### config.mk
export PLATFORM = sky130hd
export DESIGN_NAME = wordcopy_dma
export DESIGN_NICKNAME = d
export VERILOG_FILES = /design/src/rtl/dmaw_pkg.sv /design/src/rtl/dmaw_datapath.sv /design/src/rtl/dmaw_ctrl.sv /design/src/rtl/wordcopy_dma.sv
export SDC_FILE = /design/constraint.sdc
export NUM_CORES = 1
export LEC_CHECK = 0
export ABC_AREA = 1
export ABC_CLOCK_PERIOD_IN_PS = 3000
export BUFFER_PORTS_ARGS = -buffer_cell sky130_fd_sc_hd__buf_2
export CAP_MARGIN = 20
export CORE_MARGIN = 8
export CORE_UTILIZATION = 29
export CTS_BUF_LIST = sky130_fd_sc_hd__clkbuf_16
export DETAILED_ROUTE_END_ITERATION = 6
export REMOVE_ABC_BUFFERS = 1
export SETUP_SLACK_MARGIN = 0.15
export SLEW_MARGIN = 20
export SYNTH_ARGS = -nofsm -noshare
export SYNTH_HDL_FRONTEND = slang
export SYNTH_SLANG_ARGS = --single-unit
### constraint.sdc
create_clock -name clk -period 3 [get_ports clk]
set_input_delay 0.3 -clock clk [delete_from_list [all_inputs] [get_ports clk]]
set_output_delay 0.3 -clock clk [all_outputs]
set_load 0.05 [all_outputs]
### src/rtl/dmaw_pkg.sv
package dmaw_pkg;

  typedef struct packed {
    logic loadSrc;
    logic loadDst;
    logic loadLen;
    logic capture;
    logic advance;
    logic swapEn;
  } dpStrobe_t;

  typedef enum logic [1:0] {
    ST_IDLE  = 2'd0,
    ST_READ  = 2'd1,
    ST_WRITE = 2'd2
  } copyState_t;

  localparam logic [4:0] OFF_SRC  = 5'h00;
  localparam logic [4:0] OFF_DST  = 5'h04;
  localparam logic [4:0] OFF_LEN  = 5'h08;
  localparam logic [4:0] OFF_STAT = 5'h0C;
  localparam logic [4:0] OFF_ACK  = 5'h0D;
  localparam logic [4:0] OFF_CFG  = 5'h0E;
  localparam logic [4:0] OFF_CMD  = 5'h10;
  localparam logic [4:0] OFF_RES  = 5'h14;

  localparam int CMD_ID_BIT   = 29;
  localparam int CMD_TIME_BIT = 31;
  localparam int CFG_SWAP_BIT = 7;

endpackage

### src/rtl/dmaw_datapath.sv
module dmaw_datapath
  import dmaw_pkg::*;
#(
  parameter int ADDR_W = 32,
  parameter int DATA_W = 32,
  parameter int LEN_W  = 32
) (
  input  logic              clk,
  input  logic              rstN,
  input  dpStrobe_t         strobe,
  input  logic [DATA_W-1:0] wrData,
  input  logic [DATA_W-1:0] memRdata,
  output logic [ADDR_W-1:0] srcAddr,
  output logic [ADDR_W-1:0] dstAddr,
  output logic [DATA_W-1:0] wordOut,
  output logic              lenIsOne
);

  localparam int BYTES = DATA_W / 8;
  localparam logic [ADDR_W-1:0] STEP = ADDR_W'(BYTES);
  localparam logic [LEN_W-1:0]  ONE  = LEN_W'(1);

  logic [LEN_W-1:0]  lenLeft;
  logic [DATA_W-1:0] dataReg;
  logic [DATA_W-1:0] swapped;

  always_ff @(posedge clk) begin
    if (!rstN) begin
      srcAddr <= '0;
      dstAddr <= '0;
      lenLeft <= '0;
      dataReg <= '0;
    end else begin
      if (strobe.loadSrc) srcAddr <= wrData[ADDR_W-1:0];
      if (strobe.loadDst) dstAddr <= wrData[ADDR_W-1:0];
      if (strobe.loadLen) lenLeft <= wrData[LEN_W-1:0];
      if (strobe.capture) dataReg <= memRdata;
      if (strobe.advance) begin
        srcAddr <= srcAddr + STEP;
        dstAddr <= dstAddr + STEP;
        lenLeft <= lenLeft - ONE;
      end
    end
  end

  for (genvar b = 0; b < BYTES; b++) begin : g_swap
    assign swapped[8*b +: 8] = dataReg[8*(BYTES-1-b) +: 8];
  end

  assign wordOut  = strobe.swapEn ? swapped : dataReg;
  assign lenIsOne = (lenLeft == ONE);

  AST_SRC_STEP: assert property (@(posedge clk) disable iff (!rstN)
    strobe.advance |=> srcAddr == $past(srcAddr) + STEP);
  AST_DST_STEP: assert property (@(posedge clk) disable iff (!rstN)
    strobe.advance |=> dstAddr == $past(dstAddr) + STEP);
  AST_LEN_STEP: assert property (@(posedge clk) disable iff (!rstN)
    strobe.advance |=> lenLeft == $past(lenLeft) - ONE);

endmodule

### src/rtl/dmaw_ctrl.sv
module dmaw_ctrl
  import dmaw_pkg::*;
#(
  parameter int          DATA_W  = 32,
  parameter int          LEN_W   = 32,
  parameter logic [31:0] ID_WORD = 32'h16C311DB
) (
  input  logic              clk,
  input  logic              rstN,
  input  logic              hostWe,
  input  logic              hostWide,
  input  logic [4:0]        hostAddr,
  input  logic [DATA_W-1:0] hostWdata,
  output logic [DATA_W-1:0] hostRdata,
  input  logic              memReady,
  input  logic              frameStart,
  input  logic              statusPulse,
  input  logic              lenIsOne,
  output dpStrobe_t         strobe,
  output logic              memValid,
  output logic              memWrite,
  output logic              irq
);

  copyState_t state, stateNext;
  logic       pending;
  logic [7:0] cfg;
  logic       timeFlag;
  logic [DATA_W-1:0] result;

  logic busy, accept, wordWr, byteWr;
  logic writeSrc, writeDst, writeLen, writeCfg, writeCmd, writeRes;
  logic ackHit, zeroStart, finish;

  assign busy   = (state != ST_IDLE);
  assign accept = !busy;
  assign wordWr = hostWe && hostWide;
  assign byteWr = hostWe && !hostWide;

  assign writeSrc = accept && wordWr && hostAddr == OFF_SRC;
  assign writeDst = accept && wordWr && hostAddr == OFF_DST;
  assign writeLen = accept && wordWr && hostAddr == OFF_LEN;
  assign writeCmd = accept && wordWr && hostAddr == OFF_CMD;
  assign writeRes = accept && wordWr && hostAddr == OFF_RES;
  assign writeCfg = accept && byteWr && hostAddr == OFF_CFG;
  assign ackHit   = byteWr && hostAddr == OFF_ACK && hostWdata[0];

  assign zeroStart = writeLen && (hostWdata[LEN_W-1:0] == '0);

  always_comb begin
    strobe         = '0;
    strobe.loadSrc = writeSrc;
    strobe.loadDst = writeDst;
    strobe.loadLen = writeLen;
    strobe.capture = (state == ST_READ) && memReady;
    strobe.advance = (state == ST_WRITE) && memReady;
    strobe.swapEn  = cfg[CFG_SWAP_BIT];
  end

  assign finish = zeroStart || (strobe.advance && lenIsOne);

  always_comb begin
    stateNext = state;
    case (state)
      ST_IDLE:  if (writeLen && !zeroStart) stateNext = ST_READ;
      ST_READ:  if (memReady) stateNext = ST_WRITE;
      ST_WRITE: if (memReady) stateNext = lenIsOne ? ST_IDLE : ST_READ;
      default:  stateNext = ST_IDLE;
    endcase
  end

  always_ff @(posedge clk) begin
    if (!rstN) begin
      state    <= ST_IDLE;
      pending  <= 1'b0;
      cfg      <= '0;
      timeFlag <= 1'b0;
      result   <= '0;
    end else begin
      state <= stateNext;
      if (finish)      pending <= 1'b1;
      else if (ackHit) pending <= 1'b0;
      if (writeCfg) cfg <= hostWdata[7:0];
      if (statusPulse)     timeFlag <= 1'b0;
      else if (frameStart) timeFlag <= 1'b1;
      if (writeCmd) begin
        if (hostWdata[CMD_ID_BIT])        result <= DATA_W'(ID_WORD);
        else if (hostWdata[CMD_TIME_BIT]) result <= timeFlag ? '1 : '0;
      end else if (writeRes) begin
        result <= '1;
      end
    end
  end

  always_comb begin
    case (hostAddr)
      OFF_STAT: hostRdata = DATA_W'({busy, 6'b0, pending});
      OFF_CFG:  hostRdata = DATA_W'(cfg);
      OFF_RES:  hostRdata = result;
      default:  hostRdata = '0;
    endcase
  end

  assign memValid = busy;
  assign memWrite = (state == ST_WRITE);
  assign irq      = pending;

  AST_READ_THEN_WRITE: assert property (@(posedge clk) disable iff (!rstN)
    (memValid && !memWrite && memReady) |=> (memValid && memWrite));
  AST_WAIT_HOLD: assert property (@(posedge clk) disable iff (!rstN)
    (memValid && !memReady) |=> (memValid && $stable(memWrite)));
  AST_IRQ_HELD: assert property (@(posedge clk) disable iff (!rstN)
    (irq && !ackHit) |=> irq);
  AST_ACK_CLEARS: assert property (@(posedge clk) disable iff (!rstN)
    (ackHit && !finish) |=> !irq);
  AST_CFG_FROZEN: assert property (@(posedge clk) disable iff (!rstN)
    busy |=> $stable(cfg));

endmodule

### src/rtl/wordcopy_dma.sv
module wordcopy_dma
  import dmaw_pkg::*;
#(
  parameter int          ADDR_W  = 32,
  parameter int          DATA_W  = 32,
  parameter int          LEN_W   = 32,
  parameter logic [31:0] ID_WORD = 32'h16C311DB
) (
  input  logic              clk,
  input  logic              rstN,
  input  logic              hostWe,
  input  logic              hostWide,
  input  logic [4:0]        hostAddr,
  input  logic [DATA_W-1:0] hostWdata,
  output logic [DATA_W-1:0] hostRdata,
  output logic              memValid,
  output logic              memWrite,
  output logic [ADDR_W-1:0] memAddr,
  output logic [DATA_W-1:0] memWdata,
  input  logic              memReady,
  input  logic [DATA_W-1:0] memRdata,
  input  logic              frameStart,
  input  logic              statusPulse,
  output logic              irq
);

  dpStrobe_t strobe;
  logic [ADDR_W-1:0] srcAddr, dstAddr;
  logic lenIsOne;

  dmaw_ctrl #(.DATA_W(DATA_W), .LEN_W(LEN_W), .ID_WORD(ID_WORD)) i_ctrl (
    .clk(clk), .rstN(rstN),
    .hostWe(hostWe), .hostWide(hostWide), .hostAddr(hostAddr),
    .hostWdata(hostWdata), .hostRdata(hostRdata),
    .memReady(memReady), .frameStart(frameStart), .statusPulse(statusPulse),
    .lenIsOne(lenIsOne), .strobe(strobe),
    .memValid(memValid), .memWrite(memWrite), .irq(irq)
  );

  dmaw_datapath #(.ADDR_W(ADDR_W), .DATA_W(DATA_W), .LEN_W(LEN_W)) i_datapath (
    .clk(clk), .rstN(rstN), .strobe(strobe),
    .wrData(hostWdata), .memRdata(memRdata),
    .srcAddr(srcAddr), .dstAddr(dstAddr),
    .wordOut(memWdata), .lenIsOne(lenIsOne)
  );

  assign memAddr = memWrite ? dstAddr : srcAddr;

  AST_ADDR_HOLD: assert property (@(posedge clk) disable iff (!rstN)
    (memValid && !memReady) |=> $stable(memAddr));

endmodule

==> impl_metrics.csv <==
group,metric,value,unit
outcome,status,"finished clean",
cts,clk_path_buf_depth,2,
sta,period_minus_slack,2.58,ns
detailed_routing,routed_wl,36.7,mm
detailed_routing,routedLengthMet1,17.4,mm
placement,dp_hpwl,28.1,mm
global_routing,grt_overflow_total,0,
power,internal-power,3.40,mW
detailed_routing,firstDrtPassIters,5,
final_layout,finish.utilization,0.343,
logic_synthesis,syn_area,0.00937,mm^2
critical_path,path_cells,"inv_1, nand2_4, clkinvlp_4, buf_4, nand2_1, nor3_1, nand3_1, nand3_1, nand3_1, nand2_1, inv_1",
logic_synthesis,yosys_register_bits,142,
cts,clockRootBuffer,"clkbuf_16",
detailed_routing,routedWlPerCell,17.2,um
power,power_density,431,mW/mm^2
min_path,hold_end,"i_ctrl.timeFlag",
detailed_routing,routed-wl-met2,15.8,mm
sta,fmax,388,MHz
sta,whs,0.0362,ns
floorplan,start_util,0.291,
sta,setup_violations,0,
logic_synthesis,synth_cell_types,41,
floorplan,rows,66,
cts,clk_latency,0.43,ns
final_layout,final_layout_size_suffix_gt1_frac,0.146,
critical_path,worstReg2RegEnd,"i_datapath.dstAddr[28]",
placement,place_congestion,0.944,
detailed_routing,highest_layer,"met4",
sta,hold_viol,0,
job,drv_cap,0,
critical_path,crit_slowest_cell,"nor3_1",
detailed_routing,drcViolationCount,0,
logic_synthesis,yosysSeqAreaShare,0.303,
power,p_sw,1.36,mW
final_layout,design_area,0.0110,mm^2
logic_synthesis,yosys_warnings,0,
sta,slew_headroom,0.364,
sta,rsz0062_at_grt,"no",
placement,place_area,0.0104,mm^2
critical_path,rrSetupSlack,0.42,ns
min_path,hp-start,"statusPulse",
logic_synthesis,avgSynthCellArea,5.91,um^2
power,seqPwrFrac,0.410,
global_routing,grt_max_degree,53,
critical_path,arrival,2.91,ns
critical_path,cpPeakStageDelay,0.78,ns
min_path,min_path_cells,2,
critical_path,r2r-start,"i_ctrl.state[0]",
power,peakVddDrop,0.391,mV
logic_synthesis,synth_cells,1585,
floorplan,die_y,196,um
sta,slew_viol_final,0,
power,swShare,0.286,
sta,timing.final.crit_share,0.860,
floorplan,die-area,0.0383,mm^2
cts,clock_sink_count,142,
sta,tightestPinTransition,0.947,ns
critical_path,r2r_cells,11,
critical_path,required,3.33,ns
global_routing,grtUsageTotal,0.188,
cts,cts_buffers,17,
final_layout,finish.net_count,1793,
power,power.leakage,4.89,nW
critical_path,worstPathMaxFanout,25,
floorplan,ios,175,
critical_path,cpMostUsedCell,"nand3_1",
power,power_frac_comb,0.124,
sta,tns,0,ns
critical_path,endpoint_kind,"flop",
floorplan,core,0.0322,mm^2
final_layout,syn2layout_area_growth,17.8,%
min_path,hold_path.class,"input pin to flop",
global_routing,first_global_vias,10200,
cts,h-tree-depth,4,
detailed_routing,drt_iter0_drc,998,
detailed_routing,routed_via_density,5.04,
sta,clock_skew,0.0110,ns
global_routing,grt_pass1_wl,57.1,mm
detailed_routing,num_vias,10800,
detailed_routing,wl_met3,2.81,mm
cts,cts_tree,"built",
floorplan,die_w,196,um
detailed_routing,antenna_left,0,
placement,port_buffers,174,
critical_path,critPathKind,"flop to flop",
cts,clk_pin_slew,0.06,ns
global_routing,antenna_found_initial,1,
critical_path,start_kind,"flop",
power,clkPwrFrac,0.467,
worst max path at each step:
stage | startpoint | slack (ns) | end | depth (start not counted)
6_report | i_ctrl.state[0] | 0.42 | i_datapath.dstAddr[28] | 11
5_1_grt | i_ctrl.state[0] | 0.32 | memAddr[13] | 5
4_1_cts | i_ctrl.state[0] | 0.24 | memAddr[27] | 6
3_5_place_dp | i_ctrl.state[0] | 0.11 | i_datapath.dstAddr[28] | 10
3_3_place_gp | i_ctrl.state[0] | 0.08 | i_datapath.dstAddr[28] | 10
2_1_floorplan | hostAddr[1] | -7.22 | hostRdata[10] | 5
area by class of cell:
class                           instances  area, um^2
Timing Repair Buffer                  193        1030
Multi-Input combinational cell       1172        5350
Clock buffer                           17         425
Fill cell                            3605       21200
Clock inverter                         14         169
Sequential cell                       142        2840
Tap cell                              408         510
Inverter                              187         711
Antenna cell                            1        2.50
power by group through the flow:
stage	Combinational (mW)	Sequential, mW	Clock, mW
finish	0.588	1.95	2.22
detailed placement	0.581	1.99	0
CTS	0.583	1.95	2.26
floorplan	0.353	1.98	0
global route	0.646	1.95	2.35
global placement	0.574	1.99	0
critical path, delay by kind of cell, from the launching register on:
| kind | cells | cell delay [ns] |
|---|---|---|
| AND/OR/NAND/NOR | 7 | 1.63 |
| buffers and inverters | 4 | 0.52 |
| flip-flops | 1 | 0.33 |
routing by layer:
metal  vias to the layer above  track usage
met1                      4918        0.261
met2                       458        0.288
met4                         0       0.0570
li1                       5345            -
met3                        39       0.0401
met5                         -            0
synthesized netlist by cell type:
cell / count / share of area
nand2_4: 5 / 0.0060
o21ai_0: 181 / 0.097
nand3_2: 2 / 0.0021
clkinv_2: 2 / 0.0011
nand4_1: 18 / 0.012
inv_2: 2 / 0.00080
buf_2: 18 / 0.0096
clkinv_1: 1 / 0.00040
dfxtp_1: 142 / 0.30
nand3_1: 97 / 0.052
a211oi_1: 2 / 0.0016
xor2_1: 10 / 0.0093
a31oi_1: 22 / 0.015
o221ai_1: 4 / 0.0037
nor3_2: 2 / 0.0021
and2_1: 1 / 0.00067
nand3b_1: 6 / 0.0048
nand2_1: 429 / 0.17
o211ai_1: 9 / 0.0072
inv_1: 181 / 0.072
nor2_2: 6 / 0.0040
buf_1: 4 / 0.0016
inv_4: 1 / 0.00067
o21ai_1: 4 / 0.0021
o21bai_1: 2 / 0.0016
buf_4: 27 / 0.022
nor2_4: 2 / 0.0024
nor2b_1: 1 / 0.00067
clkbuf_2: 1 / 0.00053
xnor2_1: 9 / 0.0084
clkbuf_1: 30 / 0.012
buf_6: 4 / 0.0048
o21a_1: 2 / 0.0016
ha_1: 4 / 0.0053
nor3_1: 19 / 0.010
nor2_1: 237 / 0.095
a21oi_1: 78 / 0.042
o22ai_1: 14 / 0.0093
or2_2: 2 / 0.0013
a21o_1: 2 / 0.0016
nand2_2: 2 / 0.0013
timing repair:
item / CTS / global route
endpoints found under the setup margin: 2 / 1
resized for setup: 1 / 0
hold buffers: 0 / 0
buffers inserted: 0 / 4
state kept, by name, summed over array words and instances, names as in the netlist:
signal              cells
i_ctrl.timeFlag         1
i_datapath.dataReg     32
i_datapath.dstAddr     32
i_datapath.lenLeft     32
i_ctrl.cfg              8
i_ctrl.result           2
i_datapath.srcAddr     32
i_ctrl.irq              1
i_ctrl.state            2
logic make-up (layout without fill, tap and decap cells):
family,after synthesis,count (layout),synth area share
xor+xnor,19,19,0.0178
other cells,0,1,0
simple gates,829,829,0.366
buf+inv,271,411,0.126
compound gates,320,320,0.182
flops,142,142,0.303
fa+ha+maj,4,4,0.00534
metrics by stage:
step                power [mW]  cells  worst slack (ns)
finish                    4.75   2134             0.420
global route              4.94   2133             0.322
CTS                       4.79   2129             0.240
detailed placement        2.57   2098             0.112
global placement          2.56   2098            0.0829
floorplan                 2.33   1501             -7.22
placed cells by master (no fill, tap or decap), types with 19 or more instances in the layout:
| master | synthesis | layout |
|---|---|---|
| a31oi_1 | 22 | 22 |
| buf_2 | 18 | 174 |
| dfxtp_1 | 142 | 142 |
| a21oi_1 | 78 | 78 |
| nor2_1 | 237 | 237 |
| o21ai_0 | 181 | 181 |
| nand3_1 | 97 | 97 |
| nand2_1 | 429 | 429 |
| inv_1 | 181 | 180 |
| nor3_1 | 19 | 19 |
(Power assumes the default switching activity.)
